File: config.mk
export PLATFORM = sky130hd
export DESIGN_NAME = ddr_cmd_monitor
export DESIGN_NICKNAME = d
export VERILOG_FILES = /design/src/rtl/ddrmon_pkg.sv /design/src/rtl/ddrmon_decode.sv /design/src/rtl/ddrmon_gap.sv /design/src/rtl/ddrmon_bank.sv /design/src/rtl/ddrmon_flag.sv /design/src/rtl/ddr_cmd_monitor.sv
export SDC_FILE = /design/constraint.sdc
export NUM_CORES = 1
export LEC_CHECK = 0
export BUFFER_PORTS_ARGS = -buffer_cell sky130_fd_sc_hd__buf_2
export CORE_MARGIN = 2
export CORE_UTILIZATION = 49
export DETAILED_ROUTE_END_ITERATION = 10
export PLACE_DENSITY = 0.66
export SLEW_MARGIN = 20
export SYNTH_ARGS = -nofsm -noshare
export SYNTH_HDL_FRONTEND = slang
export SYNTH_SLANG_ARGS = --single-unit
File: constraint.sdc
create_clock -name clk -period 2.18 [get_ports clk]
set_input_delay 0.436 -clock clk [delete_from_list [all_inputs] [get_ports clk]]
set_output_delay 0.436 -clock clk [all_outputs]
set_load 0.05 [all_outputs]
File: src/rtl/ddrmon_pkg.sv
package ddrmon_pkg;
  typedef enum logic [3:0] {
    C_NOP  = 4'd0,
    C_MRS  = 4'd1,
    C_EMRS = 4'd2,
    C_AREF = 4'd3,
    C_SREF = 4'd4,
    C_ACT  = 4'd5,
    C_RD   = 4'd6,
    C_WR   = 4'd7,
    C_BST  = 4'd8,
    C_PRE  = 4'd9,
    C_PREA = 4'd10,
    C_IGN  = 4'd11
  } cmd_e;

  typedef enum logic [3:0] {
    V_NONE   = 4'd0,
    V_MRD    = 4'd1,
    V_BUSY   = 4'd2,
    V_REOPEN = 4'd3,
    V_CLOSED = 4'd4,
    V_WAPB   = 4'd5,
    V_RCD    = 4'd6,
    V_RAS    = 4'd7,
    V_RP     = 4'd8,
    V_RC     = 4'd9,
    V_RRD    = 4'd10
  } viol_e;
endpackage

File: src/rtl/ddrmon_decode.sv
module ddrmon_decode
  import ddrmon_pkg::*;
(
  input  logic clk,
  input  logic rst,
  input  logic cke,
  input  logic cs_n,
  input  logic ras_n,
  input  logic cas_n,
  input  logic we_n,
  input  logic ba0,
  input  logic a10,
  output cmd_e cmd
);
  logic cke_q;

  always_ff @(posedge clk) begin
    if (rst) cke_q <= 1'b1;
    else     cke_q <= cke;
  end

  always_comb begin
    cmd = C_NOP;
    if (!cke_q) begin
      cmd = C_IGN;
    end else if (!cs_n) begin
      case ({ras_n, cas_n, we_n})
        3'b000:  cmd = ba0 ? C_EMRS : C_MRS;
        3'b001:  cmd = cke ? C_AREF : C_SREF;
        3'b011:  cmd = C_ACT;
        3'b101:  cmd = C_RD;
        3'b100:  cmd = C_WR;
        3'b110:  cmd = C_BST;
        3'b010:  cmd = a10 ? C_PREA : C_PRE;
        default: cmd = C_NOP;
      endcase
    end
  end

  // entering self refresh disables decoding on the next cycle
  p_sref_blocks_r14: assert property (@(posedge clk) disable iff (rst)
    (cmd == C_SREF) |=> (cmd == C_IGN));
endmodule

File: src/rtl/ddrmon_gap.sv
module ddrmon_gap #(
  parameter int CW = 4
) (
  input  logic          clk,
  input  logic          rst,
  input  logic          load,
  input  logic [CW-1:0] val,
  output logic          ok
);
  logic [CW-1:0] cnt;

  always_ff @(posedge clk) begin
    if (rst)                cnt <= '0;
    else if (load)          cnt <= val;
    else if (cnt != '0)     cnt <= cnt - 1'b1;
  end

  assign ok = (cnt == '0);
endmodule

File: src/rtl/ddrmon_bank.sv
module ddrmon_bank
  import ddrmon_pkg::*;
#(
  parameter int CW   = 4,
  parameter int TRCD = 3,
  parameter int TRAS = 6,
  parameter int TRC  = 9,
  parameter int TRP  = 3
) (
  input  logic          clk,
  input  logic          rst,
  input  cmd_e          cmd,
  input  logic          sel,
  input  logic          a10,
  input  logic [CW-1:0] bcyc,
  output logic          is_open,
  output logic          rcd_ok,
  output logic          ras_ok,
  output logic          rc_ok,
  output logic          rp_ok
);
  logic act, ap_close, pre_close, close;
  logic [CW-1:0] rp_val;

  assign act       = (cmd == C_ACT) && sel;
  assign ap_close  = ((cmd == C_RD) || (cmd == C_WR)) && sel && a10 && is_open;
  assign pre_close = is_open && (((cmd == C_PRE) && sel) || (cmd == C_PREA));
  assign close     = ap_close || pre_close;
  assign rp_val    = ap_close ? (CW'(TRP - 1) + bcyc) : CW'(TRP - 1);

  always_ff @(posedge clk) begin
    if (rst)        is_open <= 1'b0;
    else if (act)   is_open <= 1'b1;
    else if (close) is_open <= 1'b0;
  end

  ddrmon_gap #(.CW(CW)) u_rcd (.clk(clk), .rst(rst), .load(act),   .val(CW'(TRCD - 1)), .ok(rcd_ok));
  ddrmon_gap #(.CW(CW)) u_ras (.clk(clk), .rst(rst), .load(act),   .val(CW'(TRAS - 1)), .ok(ras_ok));
  ddrmon_gap #(.CW(CW)) u_rc  (.clk(clk), .rst(rst), .load(act),   .val(CW'(TRC - 1)),  .ok(rc_ok));
  ddrmon_gap #(.CW(CW)) u_rp  (.clk(clk), .rst(rst), .load(close), .val(rp_val),        .ok(rp_ok));

  // an activate leaves the bank open
  p_act_opens_r2: assert property (@(posedge clk) disable iff (rst)
    act |=> is_open);

  // a bank that has just closed cannot yet be reactivated
  p_close_blocks_r9: assert property (@(posedge clk) disable iff (rst)
    ((TRP > 1) && $fell(is_open)) |-> !rp_ok);
endmodule

File: src/rtl/ddrmon_flag.sv
module ddrmon_flag
  import ddrmon_pkg::*;
(
  input  logic       clk,
  input  logic       rst,
  input  logic       clr,
  input  viol_e      hit,
  output logic       flag,
  output logic [3:0] code
);
  always_ff @(posedge clk) begin
    if (rst || clr) begin
      flag <= 1'b0;
      code <= 4'd0;
    end else if (!flag && (hit != V_NONE)) begin
      flag <= 1'b1;
      code <= hit;
    end
  end

  p_sticky_r13: assert property (@(posedge clk) disable iff (rst)
    (flag && !clr) |=> (flag && $stable(code)));

  p_code_zero_r13: assert property (@(posedge clk) disable iff (rst)
    !flag |-> (code == 4'd0));
endmodule

File: src/rtl/ddr_cmd_monitor.sv
module ddr_cmd_monitor
  import ddrmon_pkg::*;
#(
  parameter int BAW  = 2,
  parameter int TRCD = 3,
  parameter int TRC  = 9,
  parameter int TRAS = 6,
  parameter int TRP  = 3,
  parameter int TRRD = 2,
  parameter int TMRD = 2
) (
  input  logic       clk,
  input  logic       rst,
  input  logic       clr_flag,
  input  logic       cke,
  input  logic       cs_n,
  input  logic       ras_n,
  input  logic       cas_n,
  input  logic       we_n,
  input  logic [1:0] ba,
  input  logic       a10,
  input  logic [1:0] bl_sel,
  output logic [3:0] last_cmd,
  output logic [3:0] bank_open,
  output logic       viol_flag,
  output logic [3:0] viol_code
);
  localparam int NB  = 1 << BAW;
  localparam int G1  = (TRC > TRAS) ? TRC : TRAS;
  localparam int G2  = ((TRP + 4) > G1) ? (TRP + 4) : G1;
  localparam int G3  = (TRCD > G2) ? TRCD : G2;
  localparam int G4  = (TRRD > G3) ? TRRD : G3;
  localparam int G5  = (TMRD > G4) ? TMRD : G4;
  localparam int CW  = $clog2(G5 + 1);

  cmd_e          cmd;
  viol_e         hit;
  logic [CW-1:0] bcyc;
  logic [NB-1:0] open_v, rcd_ok, ras_ok, rc_ok, rp_ok;
  logic          rrd_ok, mrd_ok, wap_ok;
  logic          is_rw, quiet, is_mode, needs_idle;

  ddrmon_decode u_dec (
    .clk(clk), .rst(rst), .cke(cke), .cs_n(cs_n), .ras_n(ras_n),
    .cas_n(cas_n), .we_n(we_n), .ba0(ba[0]), .a10(a10), .cmd(cmd)
  );

  always_comb begin
    case (bl_sel)
      2'b11:   bcyc = CW'(4);
      2'b10:   bcyc = CW'(2);
      default: bcyc = CW'(1);
    endcase
  end

  genvar gi;
  generate
    for (gi = 0; gi < NB; gi++) begin : g_bank
      ddrmon_bank #(.CW(CW), .TRCD(TRCD), .TRAS(TRAS), .TRC(TRC), .TRP(TRP)) u_bank (
        .clk(clk), .rst(rst), .cmd(cmd), .sel(ba == BAW'(gi)), .a10(a10),
        .bcyc(bcyc), .is_open(open_v[gi]), .rcd_ok(rcd_ok[gi]),
        .ras_ok(ras_ok[gi]), .rc_ok(rc_ok[gi]), .rp_ok(rp_ok[gi])
      );
    end
  endgenerate

  assign is_rw      = (cmd == C_RD) || (cmd == C_WR);
  assign quiet      = (cmd == C_NOP) || (cmd == C_IGN);
  assign is_mode    = (cmd == C_MRS) || (cmd == C_EMRS);
  assign needs_idle = is_mode || (cmd == C_AREF) || (cmd == C_SREF);

  ddrmon_gap #(.CW(CW)) u_rrd (.clk(clk), .rst(rst), .load(cmd == C_ACT),
    .val(CW'(TRRD - 1)), .ok(rrd_ok));
  ddrmon_gap #(.CW(CW)) u_mrd (.clk(clk), .rst(rst), .load(is_mode),
    .val(CW'(TMRD - 1)), .ok(mrd_ok));
  ddrmon_gap #(.CW(CW)) u_wap (.clk(clk), .rst(rst), .load((cmd == C_WR) && a10),
    .val(bcyc - 1'b1), .ok(wap_ok));

  always_comb begin
    hit = V_NONE;
    if (!quiet && !mrd_ok)                                  hit = V_MRD;
    else if (needs_idle && (|open_v))                       hit = V_BUSY;
    else if ((cmd == C_ACT) && open_v[ba])                  hit = V_REOPEN;
    else if (is_rw && !open_v[ba])                          hit = V_CLOSED;
    else if (is_rw && !wap_ok)                              hit = V_WAPB;
    else if (is_rw && !rcd_ok[ba])                          hit = V_RCD;
    else if (((cmd == C_PRE) && open_v[ba] && !ras_ok[ba]) ||
             ((cmd == C_PREA) && (|(open_v & ~ras_ok))))    hit = V_RAS;
    else if ((cmd == C_ACT) && !rp_ok[ba])                  hit = V_RP;
    else if ((cmd == C_ACT) && !rc_ok[ba])                  hit = V_RC;
    else if ((cmd == C_ACT) && !rrd_ok)                     hit = V_RRD;
  end

  ddrmon_flag u_flag (
    .clk(clk), .rst(rst), .clr(clr_flag), .hit(hit),
    .flag(viol_flag), .code(viol_code)
  );

  always_ff @(posedge clk) begin
    if (rst) last_cmd <= 4'd0;
    else     last_cmd <= cmd;
  end

  assign bank_open = open_v;

  // reset leaves no flag and no open bank
  p_reset_state_r13: assert property (@(posedge clk)
    rst |=> (!viol_flag && (bank_open == 4'd0)));
endmodule

==> run summary <==
status - finished, final reports clean
final wirelength - 10500 um
clock skew - 0.0111 ns
overflow left after global routing - 0
CP delay by family, top - compound AO/OA/AOI/OAI gates
# diodes - 0
share of cells above drive strength 1 - 26.4%
Worst Hold Class - in -> reg
Seq/Total Area, Yosys - 38.4%
Crit Path Class - reg -> reg
most frequent cells in the layout - dfxtp_1 (76), a21oi_1 (57), buf_4 (53), nor2_1 (38), nand2_1 (38)
setup violators final - 0
Routed wire per std cell - 14.1 um
Placed Cells - 728
Port-buffer cells - 25
Worst-Skew Late Latency - 0.36 ns
FP Rows - 35
number of DRC markers in iteration 0 - 168
Layout area overhead - 19.2%
Crit Path Max Fanout - 3
Hold Violations, Final - 0
Buf/Inv on CP - 1
CTS root buf - clkbuf_8
Core Region - 0.00928 mm^2
max_slew headroom - 69.6%
crit path to - u_flag.code[1]$_SDFFE_PP0P_
post-synthesis cell count - 546
CP arrival - 2.40 ns
Distinct cells, synth - 64
PD cells - 1260 mW/mm^2
HPWL after DPL - 7840 um
crit end category - flop
Worst Tran Pin Value - 0.451 ns
CP startpoint kind - flop
Max Cap Violations - 0
Syn. warnings - 0
syn_nets - 576
Post-synth EDFFs - 0
Seq cells post-synth - 90
H-tree depth - 3
fin crit period - 2.13 ns
Final period util - 97.9%
Leakage - 2.27 nW
multi-input logic area - 0.00274 mm^2
initial antenna violation count - 0
required time of the critical path - 2.44 ns
Fillers - 841
fmax - 469 MHz
height of the die - 102 um
CTS max path bufs - 2
Final GP Congestion - 0.898
DRC Markers - 0
leading area contributor after synthesis - dfxtp_1
# hold bufs at CTS - 0
vias in the first global route - 3903
FF-to-FF setup slack - 0.05 ns
DIE WIDTH - 102 um
Worst R2R Path Depth - 9
TritonCTS Buffers - 9
Util after Layout - 60.2%
clock sinks - 90
Worst path slowest cell - or3b_4
Vias/cell - 5.44
Synth area leaders - dfxtp_1 (38%), a21oi_1 (6.1%), ha_1 (4.5%)
Post-synth ARST share - 0%
Worst path depth - 9
first-pass GRT wire length - 17700 um
VDD IR-drop max - 0.639 mV
Reg-to-Reg Start - g_bank[0].u_bank.u_ras.cnt[1]$_SDFFE_PP0N_
cell breakdown of the critical path - inv_2 > ha_4 > or3b_4 > mux2_4 > o2111ai_4 > and2_4 > o21ai_1 > a21o_1 > a32o_1
CTS clk-pin slew, worst paths - 0.09 ns
CP max stage delay - 0.40 ns
Layout Nets - 643
post-route ant nets - 0
CTS tree - built
drt first pass iters - 5
DIE AREA - 0.0104 mm^2
Vias - 4060
num ports - 26
leading cell type in the layout, fill and taps excluded - dfxtp_1
area share of the largest cell type after synthesis - 38.4%
largest net degree at the start of global routing - 35
Worst R2R End - u_flag.code[1]$_SDFFE_PP0P_
Non-Filler Instances - 747
Reg area - 0.00182 mm^2
Initial Util - 50.5%
Setup crit start - g_bank[0].u_bank.u_ras.cnt[1]$_SDFFE_PP0N_
synthesized area per cell - 8.59 um^2
Overall Global Routing Usage - 21.3%
Primary FF master, synth - dfxtp_1
fin. max-slew vios - 0
Cell Area, Synth - 0.00469 mm^2
-- kinds of logic after synthesis --
group           Yosys count  synth area share, %
compound gates          136                 18.6
xor+xnor                 18                 3.36
fa+ha+maj                17                 4.54
buf+inv                  56                 5.23
flops                    90                 38.4
mux                      11                 3.28
simple gates            218                 26.6
-- worst min-delay path by stage --
| stage | depth (start not counted) | from | slack (ns) | end |
|---|---|---|---|---|
| final | 2 | cke | 0.31 | u_dec.cke_q$_SDFF_PP1_ |
| after detailed placement | 2 | u_flag.code[0]$_SDFFE_PP0P_ | 0.46 | u_flag.code[0]$_SDFFE_PP0P_ |
| after global routing | 2 | cke | 0.30 | u_dec.cke_q$_SDFF_PP1_ |
| after global placement | 2 | u_flag.code[0]$_SDFFE_PP0P_ | 0.45 | u_flag.code[0]$_SDFFE_PP0P_ |
| after floorplan | 2 | g_bank[0].u_bank.u_rp.cnt[1]$_SDFFE_PP0P_ | 0.45 | g_bank[0].u_bank.u_rp.cnt[1]$_SDFFE_PP0P_ |
| after CTS | 2 | cke | 0.30 | u_dec.cke_q$_SDFF_PP1_ |
-- registers in the layout, summed over array words and instances (netlist names) --
signal / flops
g_bank.u_bank.is_open: 4
g_bank.u_bank.u_rcd.cnt: 16
g_bank.u_bank.u_rc.cnt: 16
g_bank.u_bank.u_rp.cnt: 16
u_wap.cnt: 4
u_dec.cke_q: 1
g_bank.u_bank.u_ras.cnt: 16
u_flag.code: 4
last_cmd: 4
u_flag.flag: 1
u_rrd.cnt: 4
u_mrd.cnt: 4
-- synthesized netlist by cell type, types with 2 or more instances --
cell,count
a22o_1,3
or3b_2,7
ha_1,17
and2_1,4
a22oi_1,14
nor4_1,3
mux4_2,3
o21a_1,2
a31oi_1,7
a32o_1,3
a21o_1,3
a21oi_1,57
dfxtp_1,90
buf_2,10
nor2b_1,6
and3_1,2
o2111ai_1,2
nand3_1,6
mux2i_1,3
o21ai_1,4
buf_4,4
nand4_1,2
a211oi_1,11
nor3b_2,5
nor2_1,38
inv_1,32
and4_1,2
mux2_2,5
xor2_1,8
or3_1,12
nand3b_1,6
o21ai_0,17
nand2_1,40
nand2b_1,23
clkbuf_1,9
nor3b_1,9
or3b_1,5
xnor2_1,10
nor3_1,37
-- layer usage --
layer	GRT usage, %	vias up	routed length [um]
met5	0	-	0
met4	6.97	0	142
met3	4.31	15	356
met2	35.5	69	5010
met1	27.7	1893	4990
li1	-	2083	-
-- layout make-up --
cell class	instances	area share, %
repair buffers	80	10.1
flip-flops and latches	90	32.5
inverters	32	2.15
clock inverters	5	0.985
clock buffers	11	2.35
well taps	129	2.89
multi-input cells	400	49.0
-- through the flow --
stage	TNS (ns)	setup WS [ns]	hold slack [ns]	power, mW	area (um^2)
5_1_grt	-0.0328	-0.0212	0.301	7.68	5590
3_3_place_gp	-0.355	-0.0788	0.454	5.61	5280
4_1_cts	0	0.00698	0.300	6.93	5470
3_5_place_dp	-0.937	-0.127	0.457	5.75	5280
2_1_floorplan	0	0.0158	0.449	4.84	4700
6_report	0	0.0468	0.305	7.06	5590
-- what timing repair did --
action,CTS,global route
setup endpoints to repair,2,5
resized for setup,4,36
pin swaps,1,12
buffers inserted,0,4
-- power breakdown --
part           total [mW]  switching, mW  internal (mW)  leakage (nW)
clock network        1.13          0.598          0.527        0.0893
registers            2.48          0.354           2.13         0.742
logic                3.46           1.67           1.79          1.44
(Power assumes the default switching activity.)
